File: config.mk
export PLATFORM = sky130hd
export DESIGN_NAME = refresh_sched
export DESIGN_NICKNAME = d
export VERILOG_FILES = /design/src/rtl/refresh_pkg.sv /design/src/rtl/refresh_interval_timer.sv /design/src/rtl/refresh_pending_ctr.sv /design/src/rtl/refresh_recovery_timer.sv /design/src/rtl/refresh_sched.sv
export SDC_FILE = /design/constraint.sdc
export NUM_CORES = 1
export LEC_CHECK = 0
export BUFFER_PORTS_ARGS = -buffer_cell sky130_fd_sc_hd__buf_2
export CAP_MARGIN = 40
export CORE_MARGIN = 1
export CORE_UTILIZATION = 57
export CTS_CLUSTER_SIZE = 16
export DETAILED_ROUTE_END_ITERATION = 12
export PLACE_DENSITY = 0.8
export SYNTH_ARGS = -nofsm -noshare
export SYNTH_HDL_FRONTEND = slang
export SYNTH_SLANG_ARGS = --single-unit
export TNS_END_PERCENT = 100
File: constraint.sdc
create_clock -name clk -period 4.2 [get_ports clk]
set_input_delay 0 -clock clk [delete_from_list [all_inputs] [get_ports clk]]
set_output_delay 0 -clock clk [all_outputs]
set_load 0.02 [all_outputs]
File: src/rtl/refresh_pkg.sv
package refresh_pkg;
    localparam int CFG_W    = 32;
    localparam int INTV_W   = 16;
    localparam int RCV_W    = 8;
    localparam int CAP_W    = 3;
    localparam int INTV_LSB = 0;
    localparam int RCV_LSB  = 16;
    localparam int CAP_LSB  = 24;
    // fields hold controller-clock counts minus this bias
    localparam int HR_BIAS  = 2;

    typedef struct packed {
        logic [CAP_W-1:0]  cap;
        logic [RCV_W-1:0]  rcv;
        logic [INTV_W-1:0] intv;
    } ref_cfg_t;

    function automatic ref_cfg_t decode_cfg(input logic [CFG_W-1:0] raw);
        ref_cfg_t c;
        c.intv = raw[INTV_LSB +: INTV_W];
        c.rcv  = raw[RCV_LSB  +: RCV_W];
        c.cap  = raw[CAP_LSB  +: CAP_W];
        return c;
    endfunction
endpackage

File: src/rtl/refresh_interval_timer.sv
module refresh_interval_timer #(
    parameter int W    = refresh_pkg::INTV_W,
    parameter int BIAS = refresh_pkg::HR_BIAS
) (
    input  logic         clk,
    input  logic         rst_n,
    input  logic         en,
    input  logic [W-1:0] intv_field,
    output logic         tick
);
    localparam int CW = W + 1;

    typedef struct packed {
        logic [CW-1:0] cnt;
    } tmr_t;

    tmr_t st_d, st_q;
    logic [CW-1:0] last_cnt;

    always_comb begin
        st_d     = st_q;
        last_cnt = {1'b0, intv_field} + CW'(BIAS - 1);
        tick     = en && (st_q.cnt >= last_cnt);
        if (!en)
            st_d.cnt = '0;
        else if (tick)
            st_d.cnt = '0;
        else
            st_d.cnt = st_q.cnt + 1'b1;
    end

    always_ff @(posedge clk or negedge rst_n) begin
        if (!rst_n) st_q <= '0;
        else        st_q <= st_d;
    end

    // period is at least two cycles, so expiries never touch
    p_tick_gap_r2: assert property (@(posedge clk) disable iff (!rst_n)
        tick |=> !tick);
endmodule

File: src/rtl/refresh_pending_ctr.sv
module refresh_pending_ctr #(
    parameter int W = refresh_pkg::CAP_W
) (
    input  logic         clk,
    input  logic         rst_n,
    input  logic         en,
    input  logic         tick,
    input  logic         issue,
    input  logic [W-1:0] cap_field,
    output logic [W-1:0] pend,
    output logic         at_cap
);
    typedef struct packed {
        logic [W-1:0] pend;
    } pend_t;

    pend_t st_d, st_q;
    logic [W-1:0] cap_eff;
    logic [W:0]   sum;

    always_comb begin
        st_d    = st_q;
        cap_eff = (cap_field == '0) ? W'(1) : cap_field;
        sum     = {1'b0, st_q.pend} + {{W{1'b0}}, tick} - {{W{1'b0}}, issue};
        if (!en)
            st_d.pend = '0;
        else if (sum > {1'b0, cap_eff})
            st_d.pend = cap_eff;
        else
            st_d.pend = sum[W-1:0];
        pend   = st_q.pend;
        at_cap = (st_q.pend == cap_eff);
    end

    always_ff @(posedge clk or negedge rst_n) begin
        if (!rst_n) st_q <= '0;
        else        st_q <= st_d;
    end

    // never above the cap in force on the previous edge
    p_no_overflow_r6: assert property (@(posedge clk) disable iff (!rst_n)
        1'b1 |=> (st_q.pend <= $past(cap_eff)));
    // an issue with no expiry removes exactly one
    p_issue_dec_r4: assert property (@(posedge clk) disable iff (!rst_n)
        (en && issue && !tick) |=> (st_q.pend == $past(st_q.pend) - 1'b1));
endmodule

File: src/rtl/refresh_recovery_timer.sv
module refresh_recovery_timer #(
    parameter int W    = refresh_pkg::RCV_W,
    parameter int BIAS = refresh_pkg::HR_BIAS
) (
    input  logic         clk,
    input  logic         rst_n,
    input  logic         en,
    input  logic         issue,
    input  logic [W-1:0] rcv_field,
    output logic         busy
);
    localparam int CW = W + 1;

    typedef struct packed {
        logic [CW-1:0] left;
    } rcv_t;

    rcv_t st_d, st_q;

    always_comb begin
        st_d = st_q;
        if (!en)
            st_d.left = '0;
        else if (issue)
            st_d.left = {1'b0, rcv_field} + CW'(BIAS);
        else if (st_q.left != '0)
            st_d.left = st_q.left - 1'b1;
        busy = (st_q.left != '0);
    end

    always_ff @(posedge clk or negedge rst_n) begin
        if (!rst_n) st_q <= '0;
        else        st_q <= st_d;
    end

    // recovery starts on the cycle after a refresh goes out
    p_busy_start_r5: assert property (@(posedge clk) disable iff (!rst_n)
        (en && issue) |=> busy);
endmodule

File: src/rtl/refresh_sched.sv
module refresh_sched
    import refresh_pkg::*;
(
    input  logic             clk,
    input  logic             rst_n,
    input  logic             init_done,
    input  logic [CFG_W-1:0] cfg,
    input  logic             ref_grant,
    output logic             ref_req,
    output logic             ref_urgent,
    output logic             ref_busy
);
    ref_cfg_t         fields;
    logic             tick, issue, busy_int, at_cap;
    logic [CAP_W-1:0] pend;
    logic             unused_cfg_hi;

    assign fields        = decode_cfg(cfg);
    assign unused_cfg_hi = ^cfg[CFG_W-1:CAP_LSB+CAP_W];

    assign ref_req    = init_done && (pend != '0) && !busy_int;
    assign ref_urgent = init_done && at_cap;
    assign ref_busy   = init_done && busy_int;
    assign issue      = ref_req && ref_grant;

    refresh_interval_timer #(.W(INTV_W), .BIAS(HR_BIAS)) u_intv (
        .clk(clk), .rst_n(rst_n), .en(init_done),
        .intv_field(fields.intv), .tick(tick));

    refresh_pending_ctr #(.W(CAP_W)) u_pend (
        .clk(clk), .rst_n(rst_n), .en(init_done), .tick(tick),
        .issue(issue), .cap_field(fields.cap), .pend(pend), .at_cap(at_cap));

    refresh_recovery_timer #(.W(RCV_W), .BIAS(HR_BIAS)) u_rcv (
        .clk(clk), .rst_n(rst_n), .en(init_done), .issue(issue),
        .rcv_field(fields.rcv), .busy(busy_int));

    // no request while recovery runs
    p_no_req_busy_r5: assert property (@(posedge clk) disable iff (!rst_n)
        ref_busy |-> !ref_req);
    // silent before initialization
    p_init_gate_r3: assert property (@(posedge clk) disable iff (!rst_n)
        !init_done |-> !(ref_req || ref_busy || ref_urgent));
    // an urgent stall always has a refresh owed or in flight
    p_urgent_owed_r7: assert property (@(posedge clk) disable iff (!rst_n)
        ref_urgent |-> (ref_req || ref_busy));
endmodule

# Word level (Yosys, flattened, before mapping)
# Index checks and enable logic that the tools add are counted.
[classes]
muxes = 8
n_lt_le_gt_ge = 2
n_reduce_logical = 10
addsub = 6
eq_ne = 2
[ops]
columns = ["cell", "count"]
rows = [
  ["2-to-1 mux 17 bit", 2],
  ["2-to-1 mux 9 bit", 3],
  ["adder 16 x 1 -> 17 bit (second input constant)", 1],
  ["adder 17 x 1 -> 17 bit (second input constant)", 1],
  ["greater-or-equal comparator 17 bit", 1],
  ["adder 8 x 2 -> 9 bit (second input constant)", 1],
  ["2-to-1 mux 3 bit", 3],
  ["nonzero test 9 bit", 1],
  ["subtractor 9 x 1 -> 9 bit (second input constant)", 1],
  ["logical AND 1 bit", 6],
  ["adder 3 x 1 -> 4 bit", 1],
  ["greater-than comparator 4 x 3 -> 1 bit", 1],
  ["subtractor 4 x 1 -> 4 bit", 1],
  ["equality test 3 bit", 1],
  ["zero test 3 bit", 1],
  ["!= test 3 x 1 -> 1 bit (second input constant)", 1],
  ["nonzero test 3 bit", 1],
  ["zero test 1 bit", 1],
]
[totals]
ff_bits = 29
wordCells = 31

# Logic depth before layout (Yosys ltp)
[logic_depth]
word_depth = 8
mapped_depth = 18
ltp_nobuf = 18

# By module
# From an unflattened synthesis, not the netlist that was laid out.
[unflattened]
cells_unflattened = 283
area_unflattened_um2 = 2561.2
[modules_own_cells]
columns = ["module", "seq_area_each_um2", "cells_per_inst", "area_per_inst_um2", "n_inst"]
rows = [
  ["refresh_interval_timer", 425.4, 158, 1481.4, 1],
  ["refresh_recovery_timer", 225.2, 74, 661.9, 1],
  ["refresh_pending_ctr", 75.1, 46, 382.9, 1],
  ["refresh_sched", 0.0, 5, 35.0, 1],
]

# Worst setup path after synthesis
# Ideal clock, no wire load.
[synth_path]
kind = "register to register"
start = "register u_rcv.st_q[5] (netlist name)"
end = "register u_pend.st_q (netlist bit u_pend.pend[0])"
t_required_ns = 4.121
arrival_ns = 3.467
setup_ns = 0.079
path_stages_with_launch = 15
slack_ns = 0.653
path_buffers = 0
path_cell_list = "dfrtp_1 > or4_4 > nor4_4 > nand3_2 > inv_1 > ha_1 > inv_1 > ha_1 > fa_1 > ha_1 > nor2b_1 > o21ai_0 > a32oi_1 > nor2_1 > mux2i_1"
[synth_lines]
columns = ["item", "line", "source"]
rows = [
  ["from (decl)", "refresh_recovery_timer.sv:18", "rcv_t st_d, st_q;"],
  ["from (signal assigned)", "refresh_recovery_timer.sv:33", "else st_q <= st_d;"],
  ["to (signal assigned)", "refresh_pending_ctr.sv:37", "else st_q <= st_d;"],
  ["to (decl)", "refresh_pending_ctr.sv:17", "pend_t st_d, st_q;"],
]

==> impl_metrics.py <==
metrics = {
    "grt": {
        "overflow": 0,
        "grt_start_max_net_pins": 30,
        "grt_first_pass_wirelength_mm": 7.769,
        "grt_use_met2": 0.4196,
        "use_met1": 0.2568,
        "grt_busiest_layer": "met2",
        "use_met3": 0.04392,
        "grt_usage": 0.2274,
        "grt_pass1_vias": 1918,
        "antenna_found_initial": 0,
    },
    "synthesis": {
        "synth_edf_count": 0,
        "synth_compound_area_frac": 0.1056,
        "synth_seq_cells": 29,
        "synth_top_cell_by_area": "dfrtp_1",
        "synth_area_mm2": 0.002452,
        "synthSimpleGateAreaFrac": 0.2347,
        "synthMuxAreaShare": 0.008163,
        "synth_top_family_by_area": "simple AND/OR/NAND/NOR gates",
        "yosysWarnings": 0,
        "ys_top_cells_by_area": "dfrtp_1 30%, ha_1 14%, xor2_1 8.9%",
        "synth_xor_area_frac": 0.1643,
        "syn_avg_cell_area_um2": 8.918,
        "synth-main-ff-cell": "dfrtp_1",
        "ys_seq_area_frac": 0.2959,
        "synth.cells.most_frequent": "30 x nor2_1, 29 x dfrtp_1, 28 x ha_1, 25 x xor2_1, 21 x xnor2_1",
        "yosys.cell_types.count": 45,
        "syn_inst": 275,
        "synth_fa_ha_area_frac": 0.1510,
        "synth.top_cell.area_share": 0.2959,
        "synthesis.nets": 340,
        "async_flop_share": 1.000,
        "synth_most_common_cell": "nor2_1",
    },
    "floorplan": {
        "dieArea_mm2": 0.004568,
        "die-width_um": 67.59,
        "start_util": 0.6044,
        "core_mm2": 0.004058,
        "die-height_um": 67.59,
        "rows": 23,
        "io_pins": 39,
    },
    "drt": {
        "route.detailed.drc": 0,
        "drtAntennaViolNets": 0,
        "route.final.wire_length_mm": 4.686,
        "num_vias": 2070,
        "wl_per_cell_um": 12.80,
        "first_pass_iters": 4,
        "routed_via_density": 5.656,
        "drt_iter0_markers": 104,
    },
    "final_layout": {
        "nets": 380,
        "antenna_cells": 0,
        "drive_gt1_frac": 0.1677,
        "syn_to_final_growth_pct": 13.42,
        "fin_cells": 366,
        "postLayoutCoreUtil": 0.6855,
    },
    "cts": {
        "cts_tree": "built",
        "cts_buffers": 5,
        "post_cts_buffers": 0,
        "cts_htree_levels": 2,
        "root_buffer": "clkbuf_8",
        "cts_sinks": 29,
        "clock_path_buffers": 2,
        "clkSlewWorstSetupHoldPaths_ps": 70,
        "clk_latency_ps": 290,
    },
    "worst_setup_path": {
        "rr_endpoint": "u_pend.pend[2]",
        "cp_max_fo": 6,
        "critPathKind": "flip-flop to flip-flop",
        "cp.arrival_ps": 4040,
        "reg2reg_depth": 14,
        "reg2reg_from": "u_rcv.st_q[5]",
        "worstSetupStartpointType": "flip-flop",
        "r2r_slack_ps": 330,
        "end_kind": "flip-flop",
        "cp_data_required_time_ps": 4370,
    },
    "sta": {
        "grt_setup_unrepaired": "false",
        "slew-limit-headroom": 0.5369,
        "report.final.slew_viol_count": 0,
        "finalCritPeriodShare": 0.9216,
        "clock_skew_ps": 10.13,
        "final.min_clock_period_ps": 3871,
        "tightest_slew_ps": 692.6,
        "report.final.hold_viol_count": 0,
        "finalSetupTns_ps": 0,
        "finalSetupViolCount": 0,
        "clock.fmax_mhz": 258.3,
        "fin_ws_ps": 329.1,
    },
    "place": {
        "dp_slack_ps": 42.06,
        "place_congestion": 0.8377,
        "dp_hpwl_mm": 3.658,
        "post-place-cells": 356,
        "port_buffers": 33,
    },
    "run": {
        "maxCapViolCount": 0,
    },
    "hold_path": {
        "hold_path.class": "primary input to flip-flop",
        "hold_start": "cfg[25]",
        "worstHoldEndpoint": "u_pend.pend[1]",
        "hold-path-cell-count": 3,
    },
    "power": {
        "peakVddDrop_v": 0.0002937,
        "leakagePower_uw": 0.001298,
        "power_density_mw_per_mm2": 407.0,
    },
    "run_status": {
        "status": "finished, final reports clean",
    },
}
==> how the worst max path moves through the flow <==
stage	from	to	slack, ps
after global routing	cfg[2]	u_pend.pend[0]	10
after global placement	cfg[2]	u_pend.pend[0]	170
after detailed placement	cfg[0]	u_pend.pend[0]	40
after floorplan	u_rcv.st_q[5]	u_pend.pend[0]	650
final	u_rcv.st_q[5]	u_pend.pend[2]	330
after CTS	u_rcv.st_q[4]	u_pend.pend[0]	290
==> registers in the layout, summed over array words and instances, names as in the netlist <==
register	count
u_intv.st_q	17
u_rcv.st_q	9
u_pend.pend	3
==> metrics by stage <==
step                      hold WS (ps)  cell area [um^2]  total power (uW)
after global routing             30.42              2781              1213
after floorplan                 -295.6              2452             779.9
after CTS                        7.792              2774              1132
after detailed placement         62.46              2668             896.5
after global placement           53.39              2668             874.2
final                            8.638              2781              1132
==> final cells by class <==
cell class / instances / area, um^2
clock buffers: 5 / 68.82
clock inverters: 3 / 17.52
fillers: 358 / 1276
inverters: 21 / 78.83
multi-input cells: 222 / 1635
flip-flops and latches: 29 / 725.7
well taps: 50 / 62.56
repair buffers: 36 / 192.7
==> cell usage in the layout, fill, tap and decap left out, drive strengths merged, types with 2 or more instances in the layout <==
master / instances
nor4: 3
or3: 2
buf: 34
nor3: 5
dfrtp: 29
ha: 28
o21ai: 7
a21oi: 8
nand3: 21
nand2b: 3
nand4: 9
a211oi: 6
clkinv: 2
mux2i: 2
and3: 9
nor2b: 2
nor2: 31
and2: 4
and4: 4
inv: 21
o22ai: 2
dlygate4sd3: 2
xor2: 25
xnor2: 21
clkbuf: 5
nand2: 16
a41oi: 2
==> power breakdown <==
group	total [uW]	internal, uW	switching (uW)
logic	533	240	293
clock network	226	114	112
registers	373	325	47.9
total	1130	679	453
==> worst max-delay path, cell delays in order (launching register included) <==
cell and delay, ps:
dfrtp_1 390, or4_4 580, nor4_4 430, nand3_2 140
inv_1 150, ha_1 250, inv_1 60, ha_1 180
fa_1 470, ha_1 310, nor2b_1 130, o21ai_0 80
a32oi_1 280, o21ai_0 160, o311a_1 140
==> per-layer routing <==
layer,wire length (um),share of wire
met1,2181,0.47
met2,2237,0.48
met3,189,0.040
met4,78,0.017
met5,0,0
==> logic make-up after synthesis <==
group / Yosys count
and+or+nand+nor: 110
xor gates and xnor gates: 46
AOI/OAI and AO/OA: 35
adders and majority gates: 29
DFF: 29
buffers and inverters: 24
muxes: 2
==> repair_timing <==
item / 4_1_cts / 5_1_grt
setup endpoints to repair: 0 / 2
endpoints found under the hold margin: 30 / 0
gates resized for setup: 0 / 2
hold buffers: 2 / 0
No activity file was read; power rests on OpenSTA's default activity.
